`config.mk`:
```
export PLATFORM = sky130hd
export DESIGN_NAME = hwreg_read_unit
export DESIGN_NICKNAME = d
export VERILOG_FILES = /design/src/rtl/hwr_pkg.sv /design/src/rtl/hwr_decode.sv /design/src/rtl/hwr_cycle_ctr.sv /design/src/rtl/hwr_source_mux.sv /design/src/rtl/hwreg_read_unit.sv
export SDC_FILE = /design/constraint.sdc
export NUM_CORES = 1
export LEC_CHECK = 0
export BUFFER_PORTS_ARGS = -buffer_cell sky130_fd_sc_hd__buf_2
export CAP_MARGIN = 5
export CORE_MARGIN = 2
export CORE_UTILIZATION = 45
export CTS_CLUSTER_DIAMETER = 200
export DETAILED_ROUTE_END_ITERATION = 10
export PLACE_DENSITY = 0.7
export SKIP_LAST_GASP = 1
export SYNTH_ARGS = -nofsm -noshare
export SYNTH_HDL_FRONTEND = slang
export SYNTH_HIERARCHICAL = 1
export SYNTH_SLANG_ARGS = --single-unit
```
`constraint.sdc`:
```
create_clock -name clk -period 2.5 [get_ports clk]
set_input_delay 0.25 -clock clk [delete_from_list [all_inputs] [get_ports clk]]
set_output_delay 0.25 -clock clk [all_outputs]
set_load 0.1 [all_outputs]
```
`src/rtl/hwr_pkg.sv`:
```
package hwr_pkg;

   localparam int WORD_W = 32;
   localparam int NUM_W  = 5;
   localparam int RY_W   = 3;
   localparam int GPR_W  = 5;

   localparam logic [4:0] EXT_PREFIX  = 5'b11110;
   localparam logic [4:0] MAJOR_OP    = 5'b00110;
   localparam logic [2:0] SEL_CODE    = 3'd3;
   localparam logic [1:0] FUNC_CODE   = 2'b00;

   localparam logic [NUM_W-1:0] N_CPU    = 5'd0;
   localparam logic [NUM_W-1:0] N_STEP   = 5'd1;
   localparam logic [NUM_W-1:0] N_COUNT  = 5'd2;
   localparam logic [NUM_W-1:0] N_RES    = 5'd3;
   localparam logic [NUM_W-1:0] N_CAP    = 5'd5;
   localparam logic [NUM_W-1:0] N_LOCAL  = 5'd29;
   localparam logic [NUM_W-1:0] N_IMP_A  = 5'd30;
   localparam logic [NUM_W-1:0] N_IMP_B  = 5'd31;

   typedef struct packed {
      logic             hit;
      logic [NUM_W-1:0] num;
      logic [RY_W-1:0]  ry;
   } hwr_dec_t;

   function automatic logic [GPR_W-1:0] ry_to_gpr(input logic [RY_W-1:0] ry);
      logic [GPR_W-1:0] idx;
      case (ry)
         3'd0:    idx = 5'd16;
         3'd1:    idx = 5'd17;
         default: idx = {2'b00, ry};
      endcase
      return idx;
   endfunction

endpackage

```
`src/rtl/hwr_decode.sv`:
```
module hwr_decode
   import hwr_pkg::*;
(
   input  logic [WORD_W-1:0] word,
   output hwr_dec_t          dec
);

   logic hi_ok;
   logic lo_ok;

   always_comb begin
      hi_ok = (word[31:27] == EXT_PREFIX) && (word[26:21] == 6'd0);
      lo_ok = (word[15:11] == MAJOR_OP) && (word[10:8] == 3'd0) &&
              (word[4:2] == SEL_CODE) && (word[1:0] == FUNC_CODE);
      dec.hit = hi_ok && lo_ok;
      dec.num = word[20:16];
      dec.ry  = word[7:5];
   end

endmodule

```
`src/rtl/hwr_cycle_ctr.sv`:
```
module hwr_cycle_ctr #(
   parameter int CNT_W  = 32,
   parameter int CC_RES = 3
) (
   input  logic             clk,
   input  logic             rst_n,
   output logic [CNT_W-1:0] count
);

   localparam int PS_W = (CC_RES > 1) ? $clog2(CC_RES) : 1;

   logic step;

   generate
      if (CC_RES < 1) begin : g_bad_res
         $error("hwr_cycle_ctr: CC_RES must be at least 1");
      end

      if (CC_RES == 1) begin : g_every_cycle
         assign step = 1'b1;
      end else begin : g_prescaled
         logic [PS_W-1:0] ps;
         always_ff @(posedge clk) begin
            if (!rst_n) begin
               ps <= '0;
            end else if (ps == PS_W'(CC_RES - 1)) begin
               ps <= '0;
            end else begin
               ps <= ps + 1'b1;
            end
         end
         assign step = (ps == PS_W'(CC_RES - 1));
      end
   endgenerate

   always_ff @(posedge clk) begin
      if (!rst_n) begin
         count <= '0;
      end else if (step) begin
         count <= count + 1'b1;
      end
   end

endmodule

```
`src/rtl/hwr_source_mux.sv`:
```
module hwr_source_mux
   import hwr_pkg::*;
#(
   parameter logic [WORD_W-1:0] CPU_NUM    = 32'd0,
   parameter logic [WORD_W-1:0] SYNC_STEP  = 32'd32,
   parameter int                CC_RES     = 3,
   parameter bit                XNP_FLAG   = 1'b1,
   parameter bit                IMPL30_EN  = 1'b1,
   parameter logic [WORD_W-1:0] IMPL30_VAL = 32'h0,
   parameter bit                IMPL31_EN  = 1'b0,
   parameter logic [WORD_W-1:0] IMPL31_VAL = 32'h0
) (
   input  logic [NUM_W-1:0]  num,
   input  logic [WORD_W-1:0] count,
   input  logic [WORD_W-1:0] local_val,
   output logic [WORD_W-1:0] value,
   output logic              present
);

   localparam logic [WORD_W-1:0] RES_VAL = WORD_W'(CC_RES);
   localparam logic [WORD_W-1:0] CAP_VAL = {{(WORD_W-1){1'b0}}, XNP_FLAG};

   always_comb begin
      value   = '0;
      present = 1'b1;
      case (num)
         N_CPU:   value = CPU_NUM;
         N_STEP:  value = SYNC_STEP;
         N_COUNT: value = count;
         N_RES:   value = RES_VAL;
         N_CAP:   value = CAP_VAL;
         N_LOCAL: value = local_val;
         N_IMP_A: begin
            present = IMPL30_EN;
            value   = IMPL30_EN ? IMPL30_VAL : '0;
         end
         N_IMP_B: begin
            present = IMPL31_EN;
            value   = IMPL31_EN ? IMPL31_VAL : '0;
         end
         default: present = 1'b0;
      endcase
   end

endmodule

```
`src/rtl/hwreg_read_unit.sv`:
```
module hwreg_read_unit
   import hwr_pkg::*;
#(
   parameter logic [31:0] CPU_NUM    = 32'd3,
   parameter logic [31:0] SYNC_STEP  = 32'd64,
   parameter int          CC_RES     = 3,
   parameter bit          XNP_FLAG   = 1'b1,
   parameter bit          IMPL30_EN  = 1'b1,
   parameter logic [31:0] IMPL30_VAL = 32'hC0DE_0030,
   parameter bit          IMPL31_EN  = 1'b0,
   parameter logic [31:0] IMPL31_VAL = 32'hC0DE_0031
) (
   input  logic        clk,
   input  logic        rst_n,
   input  logic        instr_valid,
   input  logic [31:0] instr_word,
   input  logic        priv_en,
   input  logic [31:0] user_en_mask,
   input  logic        ulr_wr_en,
   input  logic [31:0] ulr_wr_data,
   output logic [4:0]  rd_gpr,
   output logic [31:0] rd_data,
   output logic        rd_we,
   output logic        ri_exc
);

   hwr_dec_t           dec;
   logic [WORD_W-1:0]  cc_count;
   logic [WORD_W-1:0]  ulr_q;
   logic [WORD_W-1:0]  src_val;
   logic               src_present;
   logic               permitted;
   logic               grant;

   hwr_decode u_decode (
      .word (instr_word),
      .dec  (dec)
   );

   hwr_cycle_ctr #(
      .CNT_W  (WORD_W),
      .CC_RES (CC_RES)
   ) u_ctr (
      .clk   (clk),
      .rst_n (rst_n),
      .count (cc_count)
   );

   hwr_source_mux #(
      .CPU_NUM    (CPU_NUM),
      .SYNC_STEP  (SYNC_STEP),
      .CC_RES     (CC_RES),
      .XNP_FLAG   (XNP_FLAG),
      .IMPL30_EN  (IMPL30_EN),
      .IMPL30_VAL (IMPL30_VAL),
      .IMPL31_EN  (IMPL31_EN),
      .IMPL31_VAL (IMPL31_VAL)
   ) u_mux (
      .num       (dec.num),
      .count     (cc_count),
      .local_val (ulr_q),
      .value     (src_val),
      .present   (src_present)
   );

   always_ff @(posedge clk) begin
      if (!rst_n) begin
         ulr_q <= '0;
      end else if (ulr_wr_en) begin
         ulr_q <= ulr_wr_data;
      end
   end

   always_comb begin
      permitted = priv_en || user_en_mask[dec.num];
      grant     = src_present && permitted;
   end

   always_ff @(posedge clk) begin
      if (!rst_n) begin
         rd_we   <= 1'b0;
         ri_exc  <= 1'b0;
         rd_data <= '0;
         rd_gpr  <= '0;
      end else begin
         rd_we  <= 1'b0;
         ri_exc <= 1'b0;
         if (instr_valid && dec.hit) begin
            if (grant) begin
               rd_we   <= 1'b1;
               rd_data <= src_val;
               rd_gpr  <= ry_to_gpr(dec.ry);
            end else begin
               ri_exc  <= 1'b1;
            end
         end
      end
   end

endmodule

```
After elaboration in Yosys (flattened, before gate mapping):

Index checks and enable logic that the tools add are counted.

* register bits: 105
* input bits: 101
* output and inout port bits: 39
* word-level logic and storage cells: 47

* add/sub/neg operators: 2
* magnitude comparators: 1
* eq/ne operators: 11
* mux-type cells: 7
* bitwise gates (word level): 1
* reduce and logical (&&, ||, !) cells: 18

Operators with widths (number)
* 32-bit case mux with 6 select lines: 1
* 32-bit by 1-bit adder with 32-bit output, second input constant: 1
* 5-bit == test, second input constant: 3
* 5-bit by 2-bit == test with 1-bit output, second input constant: 2
* 5-bit by 3-bit == test with 1-bit output, second input constant: 2
* 5-bit case mux with 2 select lines: 1
* 1-bit logical AND: 7
* 7-bit OR reduction: 1
* 3-bit zero test: 2
* 6-bit zero test: 1
* 5-bit by 6-bit < comparator with 1-bit output, second input constant: 1
* 1-bit binary-select mux with 5-bit select: 1
* 5-bit by 1-bit == test with 1-bit output, second input constant: 1
* 5-bit zero test: 1
* 1-bit 2-to-1 mux: 4
* 2-bit AND reduction: 2
* 2-bit OR reduction: 2
* 3-bit by 1-bit == test with 1-bit output, second input constant: 1
* 3-bit by 2-bit == test with 1-bit output, second input constant: 1
* 2-bit by 1-bit adder with 2-bit output, second input constant: 1
* 2-bit == test, second input constant: 1
* 2-bit zero test: 1
* 1-bit logical OR: 1
* 1-bit inverter: 1

Logic depth before layout (Yosys ltp):

Gate-level depths: netlist of the first run.

* depth after elaboration: 7
* depth in mapped cells: 10

Hierarchy:

Netlist of the first run, hierarchy kept.

By module, submodules not included
* hwreg_read_unit: times used 1, cells each 299, area each 3115.5 um^2
* hwr_cycle_ctr: times used 1, cells each 183, area each 1560.2 um^2
* hwr_source_mux: times used 1, cells each 57, area each 462.9 um^2
* hwr_decode: times used 1, cells each 17, area each 133.9 um^2

Worst setup path after synthesis of the first run:

OpenSTA, ideal clock, no wires.

* path type: input port to flip-flop
* start point: input instr_word[17]
* end point: register rd_data[10]
* arrival: 2.024 ns
* slack: 0.405 ns
* stages: 10
* cell sequence: buf_4 -> nand2b_1 -> a211oi_1 -> a41o_1 -> o311a_1 -> nand3_2 -> a311oi_2 -> buf_6 -> buf_12 -> mux2i_1

* word-level cells in the longest chain between the ends: 5

Ends and longest elaborated chain
* start: declaration: line hwreg_read_unit.sv:16 `input logic [31:0] instr_word,`
* 5-bit by 1-bit == test with 1-bit output (tied with other cells): line hwr_source_mux.sv:26 `case (num)`
* 7-bit OR reduction (no source line) *
* 1-bit 2-to-1 mux *: line hwr_source_mux.sv:26
* named net src_present: line hwreg_read_unit.sv:31 `logic src_present;`
* 1-bit logical AND *: line hwreg_read_unit.sv:76 `grant = src_present && permitted;`
* 2-bit AND reduction (no source line) *
* end signal: assignment: line hwreg_read_unit.sv:91 `rd_data <= src_val;`
* end: declaration: line hwreg_read_unit.sv:22 `output logic [31:0] rd_data,`

The timed path passes the listed nets; every way through them passes the cells marked *. The select of a mux whose other input is x is not followed.
A chain may end at the register's enable or synchronous reset.

Worst setup path in the final report of the first run:

* start point: register u_ctr.g_prescaled.ps[0]
* end point: register u_ctr.count[30]

* word-level cells in the longest chain between the ends: 1

Ends and longest elaborated chain
* start: declaration: line hwr_cycle_ctr.sv:22 `logic [PS_W-1:0] ps;`
* start signal: assignment: line hwr_cycle_ctr.sv:29 `ps <= ps + 1'b1;`
* 2-bit == test: line hwr_cycle_ctr.sv:32 `assign step = (ps == PS_W'(CC_RES - 1));`
* end signal: assignment: line hwr_cycle_ctr.sv:40 `count <= count + 1'b1;`
* end: declaration: line hwr_cycle_ctr.sv:7 `output logic [CNT_W-1:0] count`

Every way passes these cells.

==> results of run 1 <==
[synth_stat cells, types with 2 or more instances]
cell type and count:
a21oi_1 18, a221o_1 10, a22o_1 21, buf_1 3
buf_12 3, buf_2 7, buf_4 11, buf_6 3
clkbuf_1 12, clkbuf_8 2, dfxtp_1 104, dlygate4sd3_1 5
ha_1 2, inv_1 11, mux2_2 3, mux2i_1 73
mux4_1 2, mux4_2 4, nand2_1 89, nand2b_1 7
nand3_1 10, nand3_2 2, nand4_1 8, nor2_1 21
nor2_2 2, nor2b_1 32, nor3_1 2, nor4_1 5
nor4_2 2, o21ai_0 10, o31ai_1 11, or2b_1 2
or3_1 10, or4_1 15, xnor2_1 7, xor2_1 4
[cell type report]
cell class                      count  area [um2]  share of cell area
Clock buffer                       11         233              0.0375
Clock inverter                      5        57.6             0.00928
Inverter                           11        41.3             0.00666
Multi-Input combinational cell    394        2800               0.452
Sequential cell                   104        2080               0.336
Tap cell                          143         179              0.0289
Timing Repair Buffer              150         808               0.130
[worst reg2reg max path: stages, from the launching register on]
cell and delay [ns]:
dfxtp_1 0.32, inv_1 0.06, ha_1 0.31, nand3_2 0.17
or4_1 0.72, or4_1 0.56, a21oi_1 0.15
[per-layer routing]
| layer | vias up | wire length (um) | share of wire | track usage |
|---|---|---|---|---|
| met4 | 0 | 44 | 0.0036 | 0.0488 |
| met3 | 4 | 715 | 0.059 | 0.0389 |
| met1 | 2097 | 5540 | 0.45 | 0.256 |
| met2 | 123 | 5920 | 0.48 | 0.325 |
| li1 | 2209 | - | - | - |
| met5 | - | 0 | 0 | 0 |
[how the worst max path moves through the flow]
stage | startpoint | endpoint | slack (ns) | cells after the start
after global routing | u_ctr/g_prescaled.ps[0] | u_ctr/count[26] | 0.04 | 6
after global placement | u_ctr/g_prescaled.ps[0] | u_ctr/count[20] | 0.24 | 6
final | u_ctr/g_prescaled.ps[0] | u_ctr/count[30] | 0.15 | 6
after detailed placement | u_ctr/g_prescaled.ps[0] | u_ctr/count[30] | 0.18 | 6
after floorplan | instr_word[17] | rd_data[10] | 0.40 | 10
after CTS | u_ctr/g_prescaled.ps[0] | u_ctr/count[30] | 0.15 | 6
[power by group through the flow]
stage | clock (mW) | combinational, mW | sequential (mW)
2_1_floorplan | 0 | 0.218 | 1.75
3_3_place_gp | 0 | 0.312 | 1.75
3_5_place_dp | 0 | 0.323 | 1.76
4_1_cts | 1.41 | 0.324 | 1.72
5_1_grt | 1.48 | 0.353 | 1.72
6_report | 1.37 | 0.321 | 1.72
[cell usage in the layout, fill, tap and decap left out, types with 11 or more instances in the layout]
master   instances
or4_1           15
o31ai_1         11
nor2_1          21
a22o_1          21
buf_2          137
inv_1           11
nor2b_1         32
buf_4           11
nand2_1         89
mux2i_1         73
dfxtp_1        104
a21oi_1         18
[metrics by stage]
step / hold slack (ns) / instances / setup slack, ns
after floorplan: 0.392 / 556 / 0.405
after global placement: 0.405 / 802 / 0.244
after detailed placement: 0.416 / 802 / 0.181
after CTS: 0.157 / 818 / 0.152
after global routing: 0.163 / 818 / 0.0394
final: 0.163 / 818 / 0.147
[sequential cells by signal, summed over array words and instances, names as in the netlist]
register / flops
u_ctr/g_prescaled.ps: 2
rd_data: 32
ulr_q: 32
rd_we: 1
ri_exc: 1
u_ctr/count: 32
rd_gpr: 4
[logic make-up (layout without fill, tap and decap cells)]
| kind of cell | count (synthesis) | after routing | share of synthesized area |
|---|---|---|---|
| buffers and inverters | 58 | 177 | 0.0762 |
| AOI/OAI and AO/OA | 80 | 80 | 0.116 |
| DFF | 104 | 104 | 0.395 |
| muxes | 82 | 82 | 0.172 |
| and+or+nand+nor | 218 | 218 | 0.218 |
| xor gates and xnor gates | 11 | 11 | 0.0183 |
| other | 1 | 1 | 0.000711 |
| adders and majority gates | 2 | 2 | 0.00475 |
==> run summary, run 1 <==
status: finished, final reports clean
cell mode on critical path: or4_1
syn avg cell area: 9.48 um2
grt ovf: 0
Post-synth EDFFs: 0
Worst Max-Slew Pin Slew: 0.964 ns
period utilisation layout: 0.941
Routed WL: 12,200 um
RSZ-0062 raised after global routing: false
hold endpoint: rd_gpr[0]
global-route wire length before repair: 20,100 um
Power Total: 3.41 mW
Yosys warning total: 6
ranking of synthesized cells by area: dfxtp_1, mux2i_1, nand2_1
fin area: 6200 um2
critical-path cell list: inv_1 -> ha_1 -> nand3_2 -> or4_1 -> or4_1 -> a21oi_1
Cell Int Power: 2.63 mW
Post-Syn Nets: 659
share of cells above drive strength 1: 0.270
r2r setup slk: 0.15 ns
CTS Buffer Depth: 2
CTS Root Cell: clkbuf_16
normalized max-slew margin: 0.357
family with the most delay on the worst path: simple AND/OR/NAND/NOR gates
DR DRC count: 0
Max-Cap Viols: 0
DR WL/cell: 14.9 um
initial antenna violation count: 0
FMAX: 425 MHz
Clock transition at path regs: 0.07 ns
input/output buffers: 138
Detailed Routing Iterations Pass 1: 4
clock share of power: 0.401
Peak VDD IR: 0.439 mV
Die Width: 112 um
Pwr Density: 549 nW/um2
diodes inserted: 0
switching pwr: 772 uW
Total GRT Usage: 0.193
Yosys reg bits: 104
Final min period: 2.35 ns
DIE HEIGHT: 112 um
Worst Path Buf+Inv: 1
Synth Flop Type: dfxtp_1
CP startpoint kind: flip-flop
Fin. Hold Viols: 0
Fillers: 1,055
crit end category: flip-flop
cts bufs inserted: 9
Die Area: 12,600 um2
Leak Pwr: 2.45 nW
Hold Crit Start: instr_word[5]
Seq/Total Area, Yosys: 0.395
post-synth cell types: 59
initial core utilization: 0.462
critical path required time: 2.75 ns
Layout Area Growth over Synthesis: 17.6%
crit path DAT: 2.60 ns
Reg-to-Reg Start: u_ctr/g_prescaled.ps[0]
pin count of the biggest net entering global routing: 62
post-route antenna net violation count: 0
Slowest-stage cell, CP: or4_1
hold path depth: 3
routed vias/inst: 5.42
Post-DP Area: 5910 um2
Comb pwr share: 0.094
violation count after the first detailed-route iteration: 298
vias in the first global route: 4,334
clock latency on the worst-skew pair: 0.34 ns
Sequential Power Share: 0.505
Max stage delay on crit path: 0.72 ns
Reg2Reg Depth: 6
reg2reg end: u_ctr/count[30]
post-CTS sizing: 0
Max FO, Critical Path: 8
Sw Ratio: 0.227
# hold bufs at CTS: 0
Core ar.: 11,400 um2
post-synth top area share: 0.395
clock sinks: 104
H-tree levels: 3
CTS tree: done
post-CTS setup buffers: 0
via count: 4,433
area leader, netlist: dfxtp_1
row count: 39
routability cong.: 0.808
Mapped Area: 5270 um2
final number of setup-violating endpoints: 0
DP HPWL: 9020 um
clock skew: 0.00793 ns
setup TNS: 0 ns
fraction of registers with async set/reset: 0
Post-Syn Instances: 556
IO Count: 140
Nets: 773
Core Util, Final: 0.543
Final Max Tran Viols: 0
critical path class: flip-flop to flip-flop
Hold Path Class: input port to flip-flop
Note: power is estimated with default switching activity, not from simulation.
==> run 2, diff against run 1 <==
CORE_MARGIN = not set   (was 2)
==> run summary, run 2 (same netlist as run 1, synthesis figures left out) <==
Core ar.: 11,400 um2 (unchanged)
Pwr Density: 542 nW/um2 (-1.3%)
CP startpoint kind: flip-flop
routed vias/inst: 5.39 (-0.55%)
commonest non-fill, non-tap cells in the layout: buf_2, dfxtp_1, nand2_1
initial antenna violation count: 0 (unchanged)
Max stage delay on crit path: 0.71 ns (about the same)
diodes inserted: 0 (unchanged)
Core Util, Final: 0.541 (-0.00175)
CTS Buffer Depth: 2 (unchanged)
final number of setup-violating endpoints: 0 (unchanged)
Layout Cells excl Fill: 816 (-0.24%)
Worst Max-Slew Pin Slew: 0.938 ns (-0.0259 ns)
share of cells above drive strength 1: 0.269 (-0.000685)
post-route antenna net violation count: 0 (unchanged)
CTS Root Cell: clkbuf_16
critical path required time: 2.76 ns (about the same)
crit end category: flip-flop
Final Max Tran Viols: 0 (unchanged)
CTS tree: done
most common cell after layout, fill and taps aside: buf_2
Leak Pwr: 2.45 nW (-0.33%)
Hold Path Class: input port to flip-flop
Fin. Hold Viols: 0 (unchanged)
Nets: 772 (-0.13%)
Total GRT Usage: 0.193 (about the same)
DP HPWL: 8600 um (-4.6%)
setup TNS: 0 ns (unchanged)
clock skew: 0.00711 ns (-0.000817 ns)
row count: 39 (unchanged)
via count: 4,398 (-0.79%)
Post-DP Area: 5900 um2 (-0.13%)
clock latency on the worst-skew pair: 0.34 ns (about the same)
Fillers: 1,044 (-1.0%)
Detailed Routing Iterations Pass 1: 4 (unchanged)
Die Width: 110 um (-1.8%)
critical-path cell list: inv_1 -> ha_1 -> nand3_2 -> or4_1 -> or4_1 -> a21oi_1
Power Total: 3.35 mW (-1.6%)
post-CTS setup buffers: 0 (unchanged)
cell mode on critical path: or4_1
DR WL/cell: 14.4 um (-3.5%)
Layout Area Growth over Synthesis: 17.2%
H-tree levels: 3 (unchanged)
initial core utilization: 0.462 (unchanged)
cts bufs inserted: 9 (unchanged)
fin area: 6180 um2 (-0.32%)
IO Count: 140 (unchanged)
RSZ-0062 raised after global routing: false
vias in the first global route: 3,986 (-8.0%)
grt ovf: 0 (unchanged)
normalized max-slew margin: 0.374 (+0.0173)
Max FO, Critical Path: 9 (+1)
cell count after placement: 801 (-0.12%)
FMAX: 423 MHz (-0.53%)
pin count of the biggest net entering global routing: 56 (-9.7%)
critical path class: flip-flop to flip-flop
period utilisation layout: 0.946 (+0.00506)
clock sinks: 104 (unchanged)
input/output buffers: 138 (unchanged)
Top Registers: rd_data (32), u_ctr/count (32), ulr_q (32)
Die Area: 12,200 um2 (-3.5%)
crit path DAT: 2.62 ns (+0.02 ns)
violation count after the first detailed-route iteration: 214 (-28%)
Final min period: 2.37 ns (+0.0126 ns)
global-route wire length before repair: 18,400 um (-8.4%)
Clock transition at path regs: 0.06 ns (about the same)
status: finished, final reports clean
DR DRC count: 0 (unchanged)
Max-Cap Viols: 0 (unchanged)
Slowest-stage cell, CP: or4_1
routability cong.: 0.842 (+4.2%)
Routed WL: 11,800 um (-3.7%)
Peak VDD IR: 0.407 mV (-7.5%)
DIE HEIGHT: 110 um (-1.8%)
[run 2: cell count changes in the layout (fill, tap and decap cells not counted), sizes merged]
cell	previous run	this run
buf	150	149
inv	11	12
clkbuf	11	13
clkinv	4	1
bufinv	1	0
[run 2: repair_timing]
item | CTS | global route
gates resized for setup | 0 | 1
endpoints found under the setup margin | 0 | 1
hold buffers | 0 | 0
endpoints found under the hold margin | 0 | 0
[run 2: worst max-delay path: cells and delay by family, from the launching register on]
| kind | cells | cell delay, ns |
|---|---|---|
| simple gates | 3 | 1.45 |
| fa+ha+maj | 1 | 0.32 |
| flops | 1 | 0.31 |
| compound gates | 1 | 0.15 |
| buf+inv | 1 | 0.05 |
[run 2: worst paths after layout]
| kind | startpoint | to | slack [ns] | cells past startpoint |
|---|---|---|---|---|
| worst min-delay path | instr_word[5] | rd_gpr[0] | 0.16 | 3 |
| worst max register to register | u_ctr/g_prescaled.ps[0] | u_ctr/count[20] | 0.13 | 6 |
| worst max-delay path | u_ctr/g_prescaled.ps[0] | u_ctr/count[20] | 0.13 | 6 |
| worst min register to register | u_ctr/g_prescaled.ps[0] | u_ctr/g_prescaled.ps[0] | 0.42 | 1 |
[run 2: layout make-up]
type	instances	area, um2	area share
tap	143	179	0.0289
sequential	104	2080	0.337
clock inverter	2	13.8	0.00223
clock buffer	13	260	0.0421
multi-input combinational	394	2800	0.454
timing repair buffer	149	801	0.130
inverter	11	41.3	0.00668
[run 2: stage by stage]
stage / hold WS, ns / setup WS [ns]
floorplan: 0.392 / 0.405
global placement: 0.406 / 0.199
detailed placement: 0.411 / 0.156
CTS: 0.161 / 0.124
global route: 0.167 / 0.0206
finish: 0.162 / 0.134
[run 2: layer usage]
metal / share of wire / GRT usage
met5: 0 / 0
met4: 0.011 / 0.0602
met3: 0.059 / 0.0353
met2: 0.47 / 0.318
met1: 0.46 / 0.256
[run 2: power by group]
part | total, mW | switching, mW | internal [mW]
clock | 1.31 | 0.585 | 0.727
sequential | 1.72 | 0.0223 | 1.70
combinational | 0.319 | 0.158 | 0.161
total | 3.35 | 0.765 | 2.59
==> run 3, diff against run 2 <==
==> constraint.sdc (replaced) <==
create_clock -name clk -period 2.5 [get_ports clk]
set_input_delay 0 -clock clk [delete_from_list [all_inputs] [get_ports clk]]
set_output_delay 0 -clock clk [all_outputs]
set_load 0.1 [all_outputs]
==> run summary, run 3 (same netlist as run 1, synthesis figures left out) <==
IO Count: 140 (unchanged)
Detailed Routing Iterations Pass 1: 4 (unchanged)
CTS Buffer Depth: 2 (unchanged)
vias in the first global route: 4,299 (+7.9%)
input/output buffers: 138 (unchanged)
final worst setup slack: 0.121 ns (-0.0131 ns)
post-CTS setup buffers: 0 (unchanged)
clock skew: 0.00848 ns (+0.00137 ns)
Layout Area Growth over Synthesis: 23.4%
DR DRC count: 0 (unchanged)
CTS tree: done
Max-Cap Viols: 0 (unchanged)
Worst Max-Slew Pin Slew: 0.999 ns (+0.0612 ns)
clock latency on the worst-skew pair: 0.34 ns (about the same)
critical path required time: 2.76 ns (about the same)
Top Registers: rd_data (32), u_ctr/count (32), ulr_q (32)
final number of setup-violating endpoints: 0 (unchanged)
Nets: 801 (+3.8%)
CP startpoint kind: flip-flop
Fin. Hold Viols: 0 (unchanged)
diodes inserted: 0 (unchanged)
normalized max-slew margin: 0.334 (-0.0401)
period utilisation layout: 0.951 (+0.00526)
Routed WL: 12,500 um (+5.9%)
violation count after the first detailed-route iteration: 307 (+43%)
Hold Path Class: input port to flip-flop
Total GRT Usage: 0.207 (+0.0134)
cts bufs inserted: 9 (unchanged)
Reg2Reg Depth: 6 (unchanged)
share of cells above drive strength 1: 0.252 (-0.0172)
initial core utilization: 0.462 (unchanged)
critical path class: flip-flop to flip-flop
H-tree levels: 3 (unchanged)
status: finished, final reports clean
Setup WS pre-CTS: 0.150 ns (-0.00557 ns)
Clock transition at path regs: 0.07 ns (about the same)
row count: 39 (unchanged)
CTS Root Cell: clkbuf_16
Leak Pwr: 2.57 nW (+5.0%)
Pwr Density: 535 nW/um2 (-1.4%)
DIE HEIGHT: 110 um (unchanged)
Core ar.: 11,400 um2 (unchanged)
routed vias/inst: 5.32 (-1.4%)
Die Width: 110 um (unchanged)
DR WL/cell: 14.7 um (+2.1%)
routability cong.: 0.826 (-1.8%)
crit path DAT: 2.64 ns (+0.02 ns)
Seq. cell area: 2080 um2 (unchanged)
clock sinks: 104 (unchanged)
Fillers: 992 (-5.0%)
setup TNS: 0 ns (unchanged)
via count: 4,498 (+2.3%)
FMAX: 420 MHz (-0.55%)
most common cell after layout, fill and taps aside: buf_2
Final min period: 2.38 ns (+0.0131 ns)
footprint of the multi-input gates: 2810 um2 (+0.13%)
RSZ-0062 raised after global routing: false
commonest non-fill, non-tap cells in the layout: buf_2, dfxtp_1, nand2_1
Max FO, Critical Path: 8 (-1)
global-route wire length before repair: 19,700 um (+7.0%)
hold path depth: 3 (unchanged)
crit end category: flip-flop
DP HPWL: 8650 um (+0.51%)
post-route antenna net violation count: 0 (unchanged)
pin count of the biggest net entering global routing: 83 (+48%)
initial antenna violation count: 0 (unchanged)
Peak VDD IR: 0.341 mV (-16%)
Final Max Tran Viols: 0 (unchanged)
grt ovf: 0 (unchanged)
Die Area: 12,200 um2 (unchanged)
run 3: cell types whose count changed in the layout (fill, tap and decap cells not counted), sizes merged:
| cell | before | now |
|---|---|---|
| buf | 149 | 142 |
| bufinv | 0 | 1 |
| clkbuf | 13 | 11 |
| clkinv | 1 | 3 |
| clkinvlp | 0 | 1 |
| dlygate4sd3 | 0 | 36 |
| inv | 12 | 11 |
run 3: path summary, 6_finish.rpt:
kind / from / to / slack (ns)
max: u_ctr/g_prescaled.ps[0] / u_ctr/count[30] / 0.12
min: rst_n / rd_data[11] / 0.06
max reg2reg: u_ctr/g_prescaled.ps[0] / u_ctr/count[30] / 0.12
min reg2reg: u_ctr/g_prescaled.ps[0] / u_ctr/g_prescaled.ps[0] / 0.41
run 3: where the power goes:
part,leakage [nW],switching [mW],internal [mW]
logic,1.58,0.161,0.188
clock network,0.145,0.605,0.802
registers,0.845,0.0237,1.70
run 3: area by class of cell:
class	instances	share of cell area
clock buffers	11	0.0373
well taps	143	0.0275
flip-flops and latches	104	0.320
inverters	11	0.00635
multi-input cells	394	0.432
repair buffers	178	0.168
clock inverters	5	0.00866
run 3: critical path, cell delays in order (launching register included):
cell and delay (ns):
dfxtp_1 0.31, inv_1 0.05, ha_1 0.34, nand3_2 0.18, or4_1 0.71, or4_1 0.56
a21oi_1 0.15
run 3: through the flow:
stage          hold WS (ns)   util  std cells  cell area (um2)  power (mW)
6_report             0.0607  0.570        846             6500        3.48
5_1_grt              0.0675  0.570        846             6500        3.62
4_1_cts              0.0593  0.569        846             6500        3.51
3_5_place_dp          0.266  0.511        794             5840        2.07
3_3_place_gp          0.249  0.511        794             5840        2.05
2_1_floorplan         0.146      -        556             5270        1.97
run 3: routing by layer:
layer  track usage  wire length [um]
met1         0.263              5660
met2         0.347              6020
met3        0.0417               650
met4        0.0686               124
met5             0                 0
run 3: timing repair:
item / 4_1_cts / 5_1_grt
hold buffers: 36 / 0
gates resized for setup: 0 / 2
endpoints found under the setup margin: 0 / 3
hold endpoints to repair: 37 / 0
